File: src/rtl/spi_flash_seq.sv
module spi_flash_seq #(
  parameter int CLK_DIV = 6,
  parameter bit MODE3   = 1'b0,
  parameter int LEN_W   = 9
) (
  input  logic             clk,
  input  logic             rst_n,
  input  logic             req_valid,
  input  logic [3:0]       req_op,
  input  logic [23:0]      req_addr,
  input  logic [LEN_W-1:0] req_len,
  input  logic [7:0]       wr_data,
  output logic             wr_take,
  output logic [7:0]       rd_data,
  output logic             rd_valid,
  output logic             busy,
  output logic             done,
  output logic             sclk,
  output logic             mosi,
  input  logic             miso,
  output logic             cs_n
);
  localparam int HALF = CLK_DIV / 2;
  localparam int GAP  = 2 * CLK_DIV;
  localparam int CW   = $clog2(GAP + 1);
  localparam int IW   = LEN_W + 2;
  localparam int HW   = $clog2(HALF + 2);

  localparam logic [3:0] OP_WREN = 4'd0, OP_WRDI = 4'd1, OP_RDSR = 4'd2, OP_WRSR = 4'd3,
                         OP_READ = 4'd4, OP_FRD  = 4'd5, OP_PP   = 4'd6, OP_SE   = 4'd7,
                         OP_BE   = 4'd8, OP_DP   = 4'd9, OP_RES  = 4'd10;

  typedef enum logic [2:0] {S_IDLE, S_SETUP, S_LOAD, S_SHIFT, S_GAP} st_t;
  typedef enum logic [1:0] {F_WREN, F_MAIN, F_POLL} fr_t;

  st_t             state;
  fr_t             fk;
  logic [IW-1:0]   idx, dstart, last;
  logic [CW-1:0]   cnt;
  logic            h, wip, has_wr, has_rd;
  logic [2:0]      bitn;
  logic [7:0]      sh, rx, opc, tx;
  logic [1:0]      na, nd;
  logic [3:0]      op_q;
  logic [23:0]     addr_q;
  logic [LEN_W-1:0] len_q;

  function automatic logic wants_wren(input logic [3:0] op);
    return op == OP_WRSR || op == OP_PP || op == OP_SE || op == OP_BE;
  endfunction

  always_comb begin
    opc = 8'h00; na = 2'd0; nd = 2'd0; has_wr = 1'b0; has_rd = 1'b0;
    case (op_q)
      OP_WREN: opc = 8'h06;
      OP_WRDI: opc = 8'h04;
      OP_RDSR: begin opc = 8'h05; has_rd = 1'b1; end
      OP_WRSR: begin opc = 8'h01; has_wr = 1'b1; end
      OP_READ: begin opc = 8'h03; na = 2'd3; has_rd = 1'b1; end
      OP_FRD:  begin opc = 8'h0B; na = 2'd3; nd = 2'd1; has_rd = 1'b1; end
      OP_PP:   begin opc = 8'h02; na = 2'd3; has_wr = 1'b1; end
      OP_SE:   begin opc = 8'hD8; na = 2'd3; end
      OP_BE:   opc = 8'hC7;
      OP_DP:   opc = 8'hB9;
      OP_RES:  begin opc = 8'hAB; nd = 2'd3; has_rd = 1'b1; end
      default: opc = 8'h00;
    endcase
  end

  assign dstart = IW'(1) + IW'(na) + IW'(nd);
  assign last = (fk == F_WREN) ? '0 :
                (fk == F_POLL) ? IW'(1) :
                dstart + ((has_wr || has_rd) ? IW'(len_q) : '0) - IW'(1);

  always_comb begin
    tx = 8'h00;
    case (fk)
      F_WREN: tx = 8'h06;
      F_POLL: tx = (idx == '0) ? 8'h05 : 8'h00;
      default: begin
        if (idx == '0) tx = opc;
        else if (idx <= IW'(na))
          case (idx[1:0])
            2'd1:    tx = addr_q[23:16];
            2'd2:    tx = addr_q[15:8];
            default: tx = addr_q[7:0];
          endcase
        else if (has_wr && idx >= dstart) tx = wr_data;
      end
    endcase
  end

  assign wr_take = state == S_LOAD && fk == F_MAIN && has_wr && idx >= dstart;
  assign busy    = state != S_IDLE;
  assign cs_n    = state == S_IDLE || state == S_GAP;
  assign mosi    = sh[7];
  assign sclk    = (state == S_SHIFT) ? h : (state == S_LOAD) ? 1'b0 : MODE3;

  always_ff @(posedge clk or negedge rst_n) begin
    if (!rst_n) begin
      state <= S_IDLE; fk <= F_MAIN; idx <= '0; cnt <= '0; h <= 1'b0; bitn <= 3'd0;
      sh <= 8'h00; rx <= 8'h00; wip <= 1'b0; op_q <= 4'd0; addr_q <= '0; len_q <= '0;
      rd_data <= 8'h00; rd_valid <= 1'b0; done <= 1'b0;
    end else begin
      rd_valid <= 1'b0;
      done     <= 1'b0;
      case (state)
        S_IDLE:
          if (req_valid && req_op <= OP_RES) begin
            op_q <= req_op; addr_q <= req_addr; len_q <= req_len;
            fk <= wants_wren(req_op) ? F_WREN : F_MAIN;
            idx <= '0; cnt <= '0; state <= S_SETUP;
          end
        S_SETUP:
          if (cnt == CW'(HALF - 1)) begin cnt <= '0; state <= S_LOAD; end
          else cnt <= cnt + 1'b1;
        S_LOAD: begin
          sh <= tx; cnt <= '0; h <= 1'b0; bitn <= 3'd0; state <= S_SHIFT;
        end
        S_SHIFT:
          if (cnt != CW'(HALF - 1)) cnt <= cnt + 1'b1;
          else begin
            cnt <= '0;
            if (!h) begin
              h  <= 1'b1;
              rx <= {rx[6:0], miso};
            end else begin
              h    <= 1'b0;
              sh   <= {sh[6:0], 1'b0};
              bitn <= bitn + 1'b1;
              if (bitn == 3'd7) begin
                if (fk == F_MAIN && has_rd && idx >= dstart) begin
                  rd_valid <= 1'b1; rd_data <= rx;
                end
                if (fk == F_POLL) wip <= rx[0];
                if (idx == last) state <= S_GAP;
                else begin idx <= idx + 1'b1; state <= S_LOAD; end
              end
            end
          end
        S_GAP:
          if (cnt != CW'(GAP - 1)) cnt <= cnt + 1'b1;
          else begin
            cnt <= '0; idx <= '0;
            case (fk)
              F_WREN: begin fk <= F_MAIN; state <= S_SETUP; end
              F_MAIN:
                if (wants_wren(op_q)) begin fk <= F_POLL; state <= S_SETUP; end
                else begin state <= S_IDLE; done <= 1'b1; end
              default:
                if (wip) state <= S_SETUP;
                else begin state <= S_IDLE; done <= 1'b1; end
            endcase
          end
        default: state <= S_IDLE;
      endcase
    end
  end

  logic [CW-1:0] cs_hi_cnt;
  logic [HW-1:0] hi_cnt;
  logic          seen;
  always_ff @(posedge clk or negedge rst_n) begin
    if (!rst_n) begin
      cs_hi_cnt <= '0; hi_cnt <= '0; seen <= 1'b0;
    end else begin
      if (!cs_n) seen <= 1'b1;
      if (!cs_n) cs_hi_cnt <= '0;
      else if (cs_hi_cnt != CW'(GAP)) cs_hi_cnt <= cs_hi_cnt + 1'b1;
      if (!(sclk && !cs_n)) hi_cnt <= '0;
      else if (hi_cnt != HW'(HALF + 1)) hi_cnt <= hi_cnt + 1'b1;
    end
  end

  AST_CS_GAP: assert property (@(posedge clk) disable iff (!rst_n)
    ($fell(cs_n) && seen) |-> cs_hi_cnt >= CW'(GAP));
  AST_SCLK_IDLE: assert property (@(posedge clk) disable iff (!rst_n)
    cs_n |-> sclk == MODE3);
  AST_SCLK_HIGH_LEN: assert property (@(posedge clk) disable iff (!rst_n)
    hi_cnt <= HW'(HALF));
  AST_MOSI_STABLE: assert property (@(posedge clk) disable iff (!rst_n)
    (!cs_n && sclk && $past(sclk) && !$past(cs_n)) |-> $stable(mosi));
  AST_TAKE_IN_FRAME: assert property (@(posedge clk) disable iff (!rst_n)
    wr_take |-> (!cs_n && !sclk));
  AST_RD_WHILE_BUSY: assert property (@(posedge clk) disable iff (!rst_n)
    rd_valid |-> busy);
  AST_DONE_IDLE: assert property (@(posedge clk) disable iff (!rst_n)
    done |-> (!busy && cs_n));
  AST_ACCEPT: assert property (@(posedge clk) disable iff (!rst_n)
    (req_valid && !busy && req_op <= OP_RES) |=> busy);
  AST_BAD_OP: assert property (@(posedge clk) disable iff (!rst_n)
    (req_valid && !busy && req_op > OP_RES) |=> !busy);
endmodule

File: config.mk
export PLATFORM = sky130hd
export DESIGN_NAME = spi_flash_seq
export DESIGN_NICKNAME = d
export VERILOG_FILES = /design/src/rtl/spi_flash_seq.sv
export SDC_FILE = /design/constraint.sdc
export NUM_CORES = 1
export LEC_CHECK = 0
export BUFFER_PORTS_ARGS = -buffer_cell sky130_fd_sc_hd__buf_2
export CAP_MARGIN = 20
export CORE_MARGIN = 4
export CORE_UTILIZATION = 40
export DETAILED_ROUTE_END_ITERATION = 10
export PLACE_DENSITY = 0.7
export REMOVE_ABC_BUFFERS = 1
export SYNTH_ARGS = -nofsm -noshare
export SYNTH_HDL_FRONTEND = slang
export SYNTH_SLANG_ARGS = --single-unit
File: constraint.sdc
create_clock -name clk -period 6 [get_ports clk]
set_clock_uncertainty 0.05 [all_clocks]
set_input_delay 0 -clock clk [delete_from_list [all_inputs] [get_ports clk]]
set_output_delay 0 -clock clk [all_outputs]
set_load 0.1 [all_outputs]
==> results by group <==
Logic synthesis
  – Leading post-synthesis cells by cell area: dfrtp_1 41%, mux2_2 11%, ha_1 6.1%, nand2_1 3.3%, a21oi_1 2.7%
  – Main flop type after synthesis: dfrtp_1
  – Area leader, netlist: dfrtp_1
  – Synth Register Bits: 88
  – Syn Std Cell Area: 5320 µm²
  – Post-synth EDFFs: 0
  – Average size of a mapped cell: 9.82 µm²
  – Sequential area share after synthesis: 0.414
  – Top-area cell type share of the netlist area: 0.409
  – Synth unique cells: 63
  – Warnings from Yosys: 0
  – Post-Syn Instances: ~540
  – Async SR Flop Fraction: 1.00

Timing
  – Slew @ Worst Pin: ~1 ns
  – Setup-failing EPs final: 0
  – RSZ-0062 raised after global routing: false
  – Final min period: 5.51 ns
  – Max Clk Rate: 181 MHz
  – WHS: just under 0.05 ns
  – Slew margin rel.: 0.320
  – Max Slew Vio Count: 0
  – Final Cycle Share: 0.919
  – Hold Vio Cnt, Final: 0
  – Final setup TNS: 0 ns

Clock network
  – CTS Buf Count: 9
  – Clock sink count: 88
  – CTS resizes: 0
  – Clock transition at path regs: 0.06 ns
  – CTS tree: built
  – Root Buffer: clkbuf_16
  – Max Buffers Root-to-Sink: 2
  – H-tree Lvls: 3
  – Worst-skew pair later-pin latency: 0.35 ns

GRT
  – Wire length of the first global-routing pass: about 21000 µm
  – Initial antenna violation count: 0
  – Largest net degree at the start of global routing: 53
  – Vias in the first global route: 4606
  – GRT Residual Overflow: 0
  – GRT Total Usage: 0.177

Cells and area
  – Layout cells sized above 1: 0.235
  – Final cell count without fillers: 810
  – Diode count: 0
  – Core Util, Final: 0.504
  – Layout area overhead: 21.6%
  – Commonest non-fill, non-tap cell in the layout: dfrtp_1
  – Nets: about 710
  – Most frequent cells in the layout: 87 x dfrtp_1, 63 x buf_2, 54 x mux2_2

Setup path
  – Req. time, crit path: 6.17 ns
  – CP Capture Type: register
  – Crit Path Max Fanout: 14
  – WS Path Type: register to register
  – Crit start category: register
  – Crit path DAT: 5.68 ns

Floorplan
  – Die area: around 15000 µm²
  – Die height: 123 µm
  – Die W: about 120 µm
  – Core area: 12800 µm²
  – Row Count: 41
  – Initial Utilization: 0.415
  – Boundary Pins: 64

Pwr
  – Pwr/cell area: 626 nW/µm²
  – Leakage power: 2.98 nW
  – Worst vdd ir: 0.310 mV

Placement
  – Dpl hpwl: 8910 µm
  – I/O Buffers: 63
  – Placed cells: 753
  – Placer Congestion: roughly 0.86

Detailed routing
  – DRC: 0
  – Initial DRC count: 294
  – Vias per cell: 5.39
  – DRT antenna net count: 0
  – Via Count: around 4.4k
  – Drt pass-1 iters: 4
  – WL final: 12700 µm
  – Routed WL per cell: 15.7 µm

Flow run
  – Number of max-cap violations: 0

Worst hold path
  – Worst hold path type: primary input to register

Status
  – Status: completed
-- cells in the mapped netlist (all sizes together), types with 3 or more instances --
library cell / number
xnor2: 4
a31oi: 4
nor4: 3
a22oi: 12
a22o: 3
a221oi: 9
a211oi: 3
inv: 31
mux2: 55
a21oi: 30
nand2b: 15
nor2: 29
nand2: 47
nor3: 8
o22ai: 6
dfrtp: 87
nor3b: 6
xor2: 9
nand3: 16
or3: 5
o21ai: 27
a2111oi: 4
a21o: 5
nor2b: 4
and3: 8
o21a: 3
o31ai: 8
or2: 5
ha: 26
buf: 3
clkbuf: 24
mux2i: 5
a2bb2oi: 3
o211ai: 12
-- critical path, stage by stage (launching register included) --
cell       delay [ns]
dfrtp_1          0.60
inv_1            0.13
nor2_1           0.25
nand2_1          0.13
o21a_1           0.20
ha_1             0.18
fa_1             0.48
ha_1             0.31
inv_1            0.06
ha_1             0.18
inv_1            0.06
fa_1             0.39
nand3b_1         0.23
a2111oi_1        0.45
a2111oi_2        0.11
xnor2_1          0.22
mux2_4           0.34
a2111oi_4        0.46
buf_4            0.22
nor3b_1          0.22
o22ai_1          0.11
-- repair_timing --
action,in CTS,in global routing
endpoints found under the setup margin,0,9
hold buffers,39,0
endpoints found under the hold margin,74,0
setup buffers,0,2
-- sequential cells by signal, indices dropped and copies added (netlist names) --
signal,cells
done,1
cnt,4
idx,11
sh,8
bitn,3
rd_data,8
state,3
h,1
fk,2
rx,8
rd_valid,1
addr_q,24
len_q,9
wip,1
op_q,4
-- report_power, final --
| part | internal (W) | total, W | switching [W] |
|---|---|---|---|
| clock | 0.000321 | 0.000558 | 0.000237 |
| sequential | 0.000809 | 0.00103 | 0.000219 |
| combinational | 0.00109 | 0.00246 | 0.00137 |
| total | 0.00222 | 0.00405 | 0.00183 |
-- per-stage QoR --
step	total power, W	cell area (µm²)	setup WS [ns]
after floorplan	0.00294	5220	0.748
after global placement	0.00341	5770	0.524
after detailed placement	0.00348	5770	0.324
after CTS	0.00408	6450	0.270
after global routing	0.00445	6470	0.0978
final	0.00405	6470	0.487
-- cells by family (layout without fill, tap and decap cells) --
logic type	after synthesis	in the layout	synth area share
adders and majority gates	29	29	0.0705
AOI/OAI and AO/OA	138	138	0.179
buffers and inverters	59	155	0.0426
xor gates and xnor gates	13	13	0.0214
DFF	88	88	0.414
and+or+nand+nor	155	155	0.146
muxes	60	60	0.126
-- layout make-up --
type	instances	area, µm²
repair buffers	108	751
multi-input cells	395	2890
clock inverters	5	57.6
clock buffers	10	229
fillers	1168	6350
well taps	172	215
flip-flops and latches	88	2200
inverters	32	120
-- path summary, 6_finish.rpt --
check | startpoint | slack, ns | end | cells past startpoint
worst min register to register | sh[1]$_DFFE_PN0P_ | 0.43 | sh[1]$_DFFE_PN0P_ | 2
max in group asynchronous | rst_n | 4.75 | rd_data[6]$_DFFE_PN0P_ | 3
worst max register to register | op_q[2]$_DFFE_PN0P_ | 0.49 | state[1]$_DFFE_PN0P_ | 20
worst min-delay path | wr_data[6] | 0.05 | sh[6]$_DFFE_PN0P_ | 4
worst max-delay path | op_q[2]$_DFFE_PN0P_ | 0.49 | state[1]$_DFFE_PN0P_ | 20
min in group asynchronous | rst_n | 0.12 | len_q[6]$_DFFE_PN0P_ | 2
-- layer usage --
layer	GRT usage	part of all wire
met5	0	0
met4	0.0699	0.023
met3	0.0508	0.046
met2	0.308	0.51
met1	0.207	0.42
No activity file was read; power rests on OpenSTA's default activity.
